[src/rtl/btb_pkg.sv]
package btb_pkg;

    localparam int PC_W    = 32;
    localparam int INSTR_W = 32;
    localparam int IDX_W   = 4;
    localparam int ALIGN_W = 2;
    localparam int ENTRIES = 1 << IDX_W;
    localparam int TAG_W   = PC_W - IDX_W - ALIGN_W;
    localparam logic [PC_W-1:0] WORD_BYTES = PC_W'(1 << ALIGN_W);

    typedef logic [1:0]         ctr_t;
    typedef logic [IDX_W-1:0]   idx_t;
    typedef logic [TAG_W-1:0]   tag_t;
    typedef logic [PC_W-1:0]    pc_t;
    typedef logic [INSTR_W-1:0] instr_t;

    localparam ctr_t CTR_MIN     = 2'd0;
    localparam ctr_t CTR_WEAK_T  = 2'd2;
    localparam ctr_t CTR_STRONG_T = 2'd3;

    typedef struct packed {
        logic   valid;
        logic   uncond;
        ctr_t   ctr;
        tag_t   tag;
        pc_t    target;
        instr_t instr;
    } entry_t;

    function automatic idx_t pc_index(input pc_t pc);
        return pc[ALIGN_W +: IDX_W];
    endfunction

    function automatic tag_t pc_tag(input pc_t pc);
        return pc[PC_W-1 -: TAG_W];
    endfunction

    function automatic ctr_t ctr_step(input ctr_t c, input logic taken);
        if (taken)
            return (c == CTR_STRONG_T) ? c : c + 2'd1;
        else
            return (c == CTR_MIN) ? c : c - 2'd1;
    endfunction

    function automatic logic predicts_taken(input entry_t e);
        return e.uncond || e.ctr[1];
    endfunction

endpackage

[src/rtl/btb_store.sv]
module btb_store
    import btb_pkg::*;
(
    input  logic   clk,
    input  logic   rst,
    input  logic   wr_en,
    input  idx_t   wr_idx,
    input  entry_t wr_data,
    input  idx_t   rd_idx_a,
    input  idx_t   rd_idx_b,
    output entry_t rd_a,
    output entry_t rd_b
);

    entry_t slots [ENTRIES];

    for (genvar i = 0; i < ENTRIES; i++) begin : g_slot
        entry_t slot_q;
        always_ff @(posedge clk) begin
            if (rst)
                slot_q <= '0;
            else if (wr_en && wr_idx == idx_t'(i))
                slot_q <= wr_data;
        end
        assign slots[i] = slot_q;
    end

    assign rd_a = slots[rd_idx_a];
    assign rd_b = slots[rd_idx_b];

    // a write is held in the slot on the following cycle
    a_r10_write_lands: assert property (@(posedge clk) disable iff (rst)
        wr_en |=> (slots[$past(wr_idx)] == $past(wr_data)));

    // the table comes out of reset empty
    a_r1_empty_after_reset: assert property (@(posedge clk) disable iff (rst)
        $past(rst) |-> (!rd_a.valid && !rd_b.valid));

endmodule

[src/rtl/btb_match.sv]
module btb_match
    import btb_pkg::*;
(
    input  logic   req,
    input  pc_t    pc,
    input  entry_t ent,
    output logic   hit
);

    assign hit = req && ent.valid && (ent.tag == pc_tag(pc));

endmodule

[src/rtl/btb_policy.sv]
module btb_policy
    import btb_pkg::*;
(
    input  logic   clk,
    input  logic   rst,
    input  logic   upd_valid,
    input  pc_t    upd_pc,
    input  logic   upd_taken,
    input  logic   upd_uncond,
    input  pc_t    upd_target,
    input  instr_t upd_instr,
    input  entry_t cur,
    input  logic   cur_hit,
    output logic   wr_en,
    output entry_t wr_data
);

    logic redirect;
    assign redirect = upd_taken || upd_uncond;

    always_comb begin
        wr_en   = 1'b0;
        wr_data = cur;
        if (upd_valid) begin
            if (cur_hit) begin
                wr_en = 1'b1;
                if (upd_uncond) begin
                    wr_data.uncond = 1'b1;
                    wr_data.ctr    = CTR_STRONG_T;
                end else begin
                    wr_data.ctr = ctr_step(cur.ctr, upd_taken);
                end
                if (redirect) begin
                    wr_data.target = upd_target;
                    wr_data.instr  = upd_instr;
                end
            end else if (redirect) begin
                wr_en          = 1'b1;
                wr_data.valid  = 1'b1;
                wr_data.uncond = upd_uncond;
                wr_data.ctr    = upd_uncond ? CTR_STRONG_T : CTR_WEAK_T;
                wr_data.tag    = pc_tag(upd_pc);
                wr_data.target = upd_target;
                wr_data.instr  = upd_instr;
            end
        end
    end

    // a not-taken miss never writes
    a_r7_nt_miss_quiet: assert property (@(posedge clk) disable iff (rst)
        (upd_valid && !upd_taken && !upd_uncond && !cur_hit) |-> !wr_en);

    // a conditional taken miss allocates weakly taken
    a_r6_alloc_weak: assert property (@(posedge clk) disable iff (rst)
        (upd_valid && upd_taken && !upd_uncond && !cur_hit) |->
        (wr_en && wr_data.valid && wr_data.ctr == CTR_WEAK_T));

    // an unconditional resolve always leaves a strong, marked entry
    a_r9_uncond_strong: assert property (@(posedge clk) disable iff (rst)
        (upd_valid && upd_uncond) |->
        (wr_en && wr_data.uncond && wr_data.ctr == CTR_STRONG_T));

endmodule

[src/rtl/fold_btb.sv]
module fold_btb
    import btb_pkg::*;
(
    input  logic                clk,
    input  logic                rst,
    input  logic                lookup_valid,
    input  logic [PC_W-1:0]     lookup_pc,
    output logic                pred_hit,
    output logic                pred_taken,
    output logic [PC_W-1:0]     next_pc,
    output logic                fold_valid,
    output logic [INSTR_W-1:0]  fold_instr,
    input  logic                upd_valid,
    input  logic [PC_W-1:0]     upd_pc,
    input  logic                upd_taken,
    input  logic                upd_uncond,
    input  logic [PC_W-1:0]     upd_target,
    input  logic [INSTR_W-1:0]  upd_target_instr
);

    entry_t look_e, upd_e, wr_data;
    logic   look_hit, upd_hit, wr_en;

    btb_store u_store (
        .clk      (clk),
        .rst      (rst),
        .wr_en    (wr_en),
        .wr_idx   (pc_index(upd_pc)),
        .wr_data  (wr_data),
        .rd_idx_a (pc_index(lookup_pc)),
        .rd_idx_b (pc_index(upd_pc)),
        .rd_a     (look_e),
        .rd_b     (upd_e)
    );

    btb_match u_look_match (
        .req (lookup_valid),
        .pc  (lookup_pc),
        .ent (look_e),
        .hit (look_hit)
    );

    btb_match u_upd_match (
        .req (upd_valid),
        .pc  (upd_pc),
        .ent (upd_e),
        .hit (upd_hit)
    );

    btb_policy u_policy (
        .clk        (clk),
        .rst        (rst),
        .upd_valid  (upd_valid),
        .upd_pc     (upd_pc),
        .upd_taken  (upd_taken),
        .upd_uncond (upd_uncond),
        .upd_target (upd_target),
        .upd_instr  (upd_target_instr),
        .cur        (upd_e),
        .cur_hit    (upd_hit),
        .wr_en      (wr_en),
        .wr_data    (wr_data)
    );

    logic steer;
    assign steer      = look_hit && predicts_taken(look_e);
    assign pred_hit   = look_hit;
    assign pred_taken = steer;
    assign fold_valid = steer;
    assign fold_instr = steer ? look_e.instr : '0;
    assign next_pc    = (steer ? look_e.target : lookup_pc) + WORD_BYTES;

    // without a taken prediction the fetch falls through
    a_r3_fall_through: assert property (@(posedge clk) disable iff (rst)
        (lookup_valid && !pred_taken) |->
        (next_pc == lookup_pc + WORD_BYTES && !fold_valid && fold_instr == '0));

    // a folded instruction only comes from a table hit
    a_r4_fold_from_hit: assert property (@(posedge clk) disable iff (rst)
        fold_valid |-> (pred_hit && lookup_valid));

endmodule

[config.mk]
export PLATFORM = sky130hd
export DESIGN_NAME = fold_btb
export DESIGN_NICKNAME = d
export VERILOG_FILES = /design/src/rtl/btb_pkg.sv /design/src/rtl/btb_store.sv /design/src/rtl/btb_match.sv /design/src/rtl/btb_policy.sv /design/src/rtl/fold_btb.sv
export SDC_FILE = /design/constraint.sdc
export NUM_CORES = 2
export LEC_CHECK = 0
export BUFFER_PORTS_ARGS = -buffer_cell sky130_fd_sc_hd__buf_2
export CAP_MARGIN = 20
export CORE_ASPECT_RATIO = 0.7
export CORE_UTILIZATION = 50
export CTS_BUF_LIST = sky130_fd_sc_hd__clkbuf_4 sky130_fd_sc_hd__clkbuf_8
export DETAILED_ROUTE_END_ITERATION = 8
export GPL_TIMING_DRIVEN = 1
export PLACE_DENSITY = 0.62
export REMOVE_ABC_BUFFERS = 1
export SETUP_SLACK_MARGIN = 0.15
export SLEW_MARGIN = 5
export SYNTH_ARGS = -nofsm -noshare
export SYNTH_HDL_FRONTEND = slang
export SYNTH_SLANG_ARGS = --single-unit
[constraint.sdc]
create_clock -name clk -period 8.2 [get_ports clk]
set_input_delay 0.41 -clock clk [delete_from_list [all_inputs] [get_ports clk]]
set_output_delay 0.41 -clock clk [all_outputs]
set_load 0.05 [all_outputs]
==> metrics.txt <==
Synth cell types between 60 and 70; max FFs per register 1504; Area Overhead vs Synth 9.23%; Port Buffers 198; Max Clk Rate between 0.1 and 0.15 GHz; crit path from u_store.g_slot[5].slot_q[69]; CTS buffer count 231; worst r2r path cells 11; grt total ovfl 0; leading area contributor after synthesis dfxtp_1; setup ws final approximately 0.52 ns; die height 331 µm; commonest cells after routing, fill and taps aside 2610 x nor2_1, 1504 x dfxtp_1, 1055 x nor3_1; critical path data arrival time slightly above 7 ns; drt first pass iters 7; EDFF count, synth 0; initial antenna violation count 11; Syn. warnings 0; CP Cell Sequence mux4_2 -> a22o_1 -> a221oi_2 -> xnor2_1 -> nor4_1 -> o2111ai_1 -> nor3_4 -> mux2_2 -> ha_1 -> nand2_1 -> or3_1 -> or4_1 -> nor2_1 -> nand4_1 -> a22oi_1 -> xnor2_1 -> buf_2; Worst-path clk slew 0.06 ns; Crit Path Category register to primary output; Crit Path Max Fanout 7; worst-case clock buffer depth 3; slew margin rel. 17.2%; slew at the pin closest to its max-slew limit ~1.2 ns; Fin. Hold Viols 0; vias per cell ~6.5; placed insts 9771; Post-Synthesis Cells 8200; all-layer global routing usage between 30% and 40%; Sum Neg Setup Slack 0 ns; GR Util met2 53.2%; # setup viols final 0; CP Depth 17; Worst Hold Slack 0.0373 ns; met1 GRT Util 49.3%; drt initial violations a little under 10000; critical path's slowest cell nor4_1; Place WS 0.704 ns; Detail Route Antenna Nets 0; Die Area 0.156 mm²; final cell count without fillers just over 10000; htree depth 4; IO Count 201; row count 120; ys flop type dfxtp_1; Seq/Total Area, Yosys 38.9%; utilization after layout 55.2%; Core ar. about 0.15 mm²; RSZ-0062 raised after global routing false; CTS tree built; postcts setup bufs 0; wire per inst about 28 µm; Static Leak just over 30 nW; M3 GR Usage roughly 8.3%; Avg Inst Size Synth 9.44 µm²; synth top area cells dfxtp_1 39%, mux4_2 25%, nor2_1 13%; CTS Root Cell clkbuf_8; worst min path class primary input to register; CP peak stage delay 0.73 ns; period utilization 93.7%; Biggest register u_store.g_slot.slot_q; Worst Setup End Kind primary output; most used cell, CP xnor2_1; commonest non-fill, non-tap cell in the layout nor2_1; GPL Wtd Cong 0.933; vias in the first global route 63100; Final Max Tran Viols 0; chip width 472 µm; Hold Path Depth 4; family with the most delay on the worst path simple AND/OR/NAND/NOR gates; startpoint types register; DRT Wirelength 282000 µm; clock latency on the worst-skew pair 1.01 ns; total number of vias 66300; Max-Cap Viols 0; fraction of registers with async set/reset 0%; Residual DRC 0; Post-DP HPWL approximately 160000 µm; layout cells sized above 1 21.1%; crit path time final 7.68 ns; WP buf/inv 1; reg2reg start u_store.g_slot[11].slot_q[70]; final worst clock skew 0.0570 ns; status finished clean; Seq cells post-synth between 1500 and 2000; Syn Std Cell Area 0.0774 mm²; Final #Nets 8092; top-area cell type share of the netlist area 38.9%; number of clock sinks 1504; first-pass GRT wire length 416000 µm; peak supply drop 0.196 mV; biggest regs u_store.g_slot.slot_q x1504; Worst EP required 7.79 ns; PwrDens 192 mW/mm²; largest net degree at the start of global routing ~220; initial core utilization roughly 51%; GRT busiest layer met2; HP Start upd_valid
-- routing by layer --
| layer | vias to the layer above | routed length (µm) |
|---|---|---|
| li1 | 28800 | - |
| met1 | 32600 | 112000 |
| met2 | 4121 | 126000 |
| met3 | 693 | 33300 |
| met4 | 0 | 10600 |
| met5 | - | 0 |
-- cells by family after synthesis --
kind of cell	Yosys count	share of synthesized area (%)
compound gates	585	5.63
xor+xnor	92	1.04
fa+ha+maj	2	0.0291
buf+inv	884	4.96
flops	1504	38.9
mux	999	26.9
simple gates	4134	22.6
-- layout make-up --
class / instances / area [µm²]
diodes: 6 / 15.0
flip-flops and latches: 1504 / 30100
inverters: 15 / 63.8
clock inverters: 58 / 539
repair buffers: 393 / 2940
clock buffers: 364 / 4610
well taps: 2074 / 2590
fillers: 13500 / 68700
multi-input cells: 5812 / 43700
-- cell usage after synthesis (all sizes together), types with 26 or more instances --
| master | instances |
|---|---|
| clkbuf | 508 |
| nor3 | 1066 |
| and2 | 29 |
| nand3 | 31 |
| xor2 | 29 |
| a211oi | 436 |
| nor2b | 27 |
| nand4 | 27 |
| nor2 | 2611 |
| xnor2 | 63 |
| a21oi | 26 |
| nand2 | 250 |
| dfxtp | 1504 |
| buf | 361 |
| mux4 | 861 |
| mux2i | 119 |
-- through the flow --
stage | total power, mW | cell area, µm²
after global placement | 9.30 | 79100
after CTS | 16.2 | 84500
after detailed placement | 9.32 | 79100
after global routing | 16.7 | 84600
after floorplan | 8.51 | 73600
final | 16.2 | 84600
-- power breakdown --
| part | switching, mW | internal (mW) |
|---|---|---|
| combinational | 1.10 | 0.571 |
| clock | 3.23 | 3.77 |
| sequential | 0.0992 | 7.44 |
| total | 4.43 | 11.8 |
-- worst register-to-register path, cell delays in order (launching register included) --
cell     delay (ns)
dfxtp_1        0.33
mux4_2         0.50
mux4_2         0.54
xnor2_1        0.83
nand4_1        0.20
nor2_2         0.54
a31oi_4        0.16
buf_4          0.32
or4_4          0.83
buf_4          0.59
nor2_1         0.27
nor3_1         0.07
-- timing repair --
action	4_1_cts	5_1_grt
gates resized for setup	0	1
hold buffers	26	0
endpoints found under the hold margin	358	0
setup endpoints to repair	0	6
-- final timing paths --
| path | end | slack, ns |
|---|---|---|
| worst min-delay path | u_store.g_slot[3].slot_q[90] | 0.04 |
| worst max-delay path | next_pc[28] | 0.52 |
| worst max register to register | u_store.g_slot[8].slot_q[17] | 2.83 |
| worst min register to register | u_store.g_slot[15].slot_q[90] | 0.49 |
No activity file was read; power rests on OpenSTA's default activity.
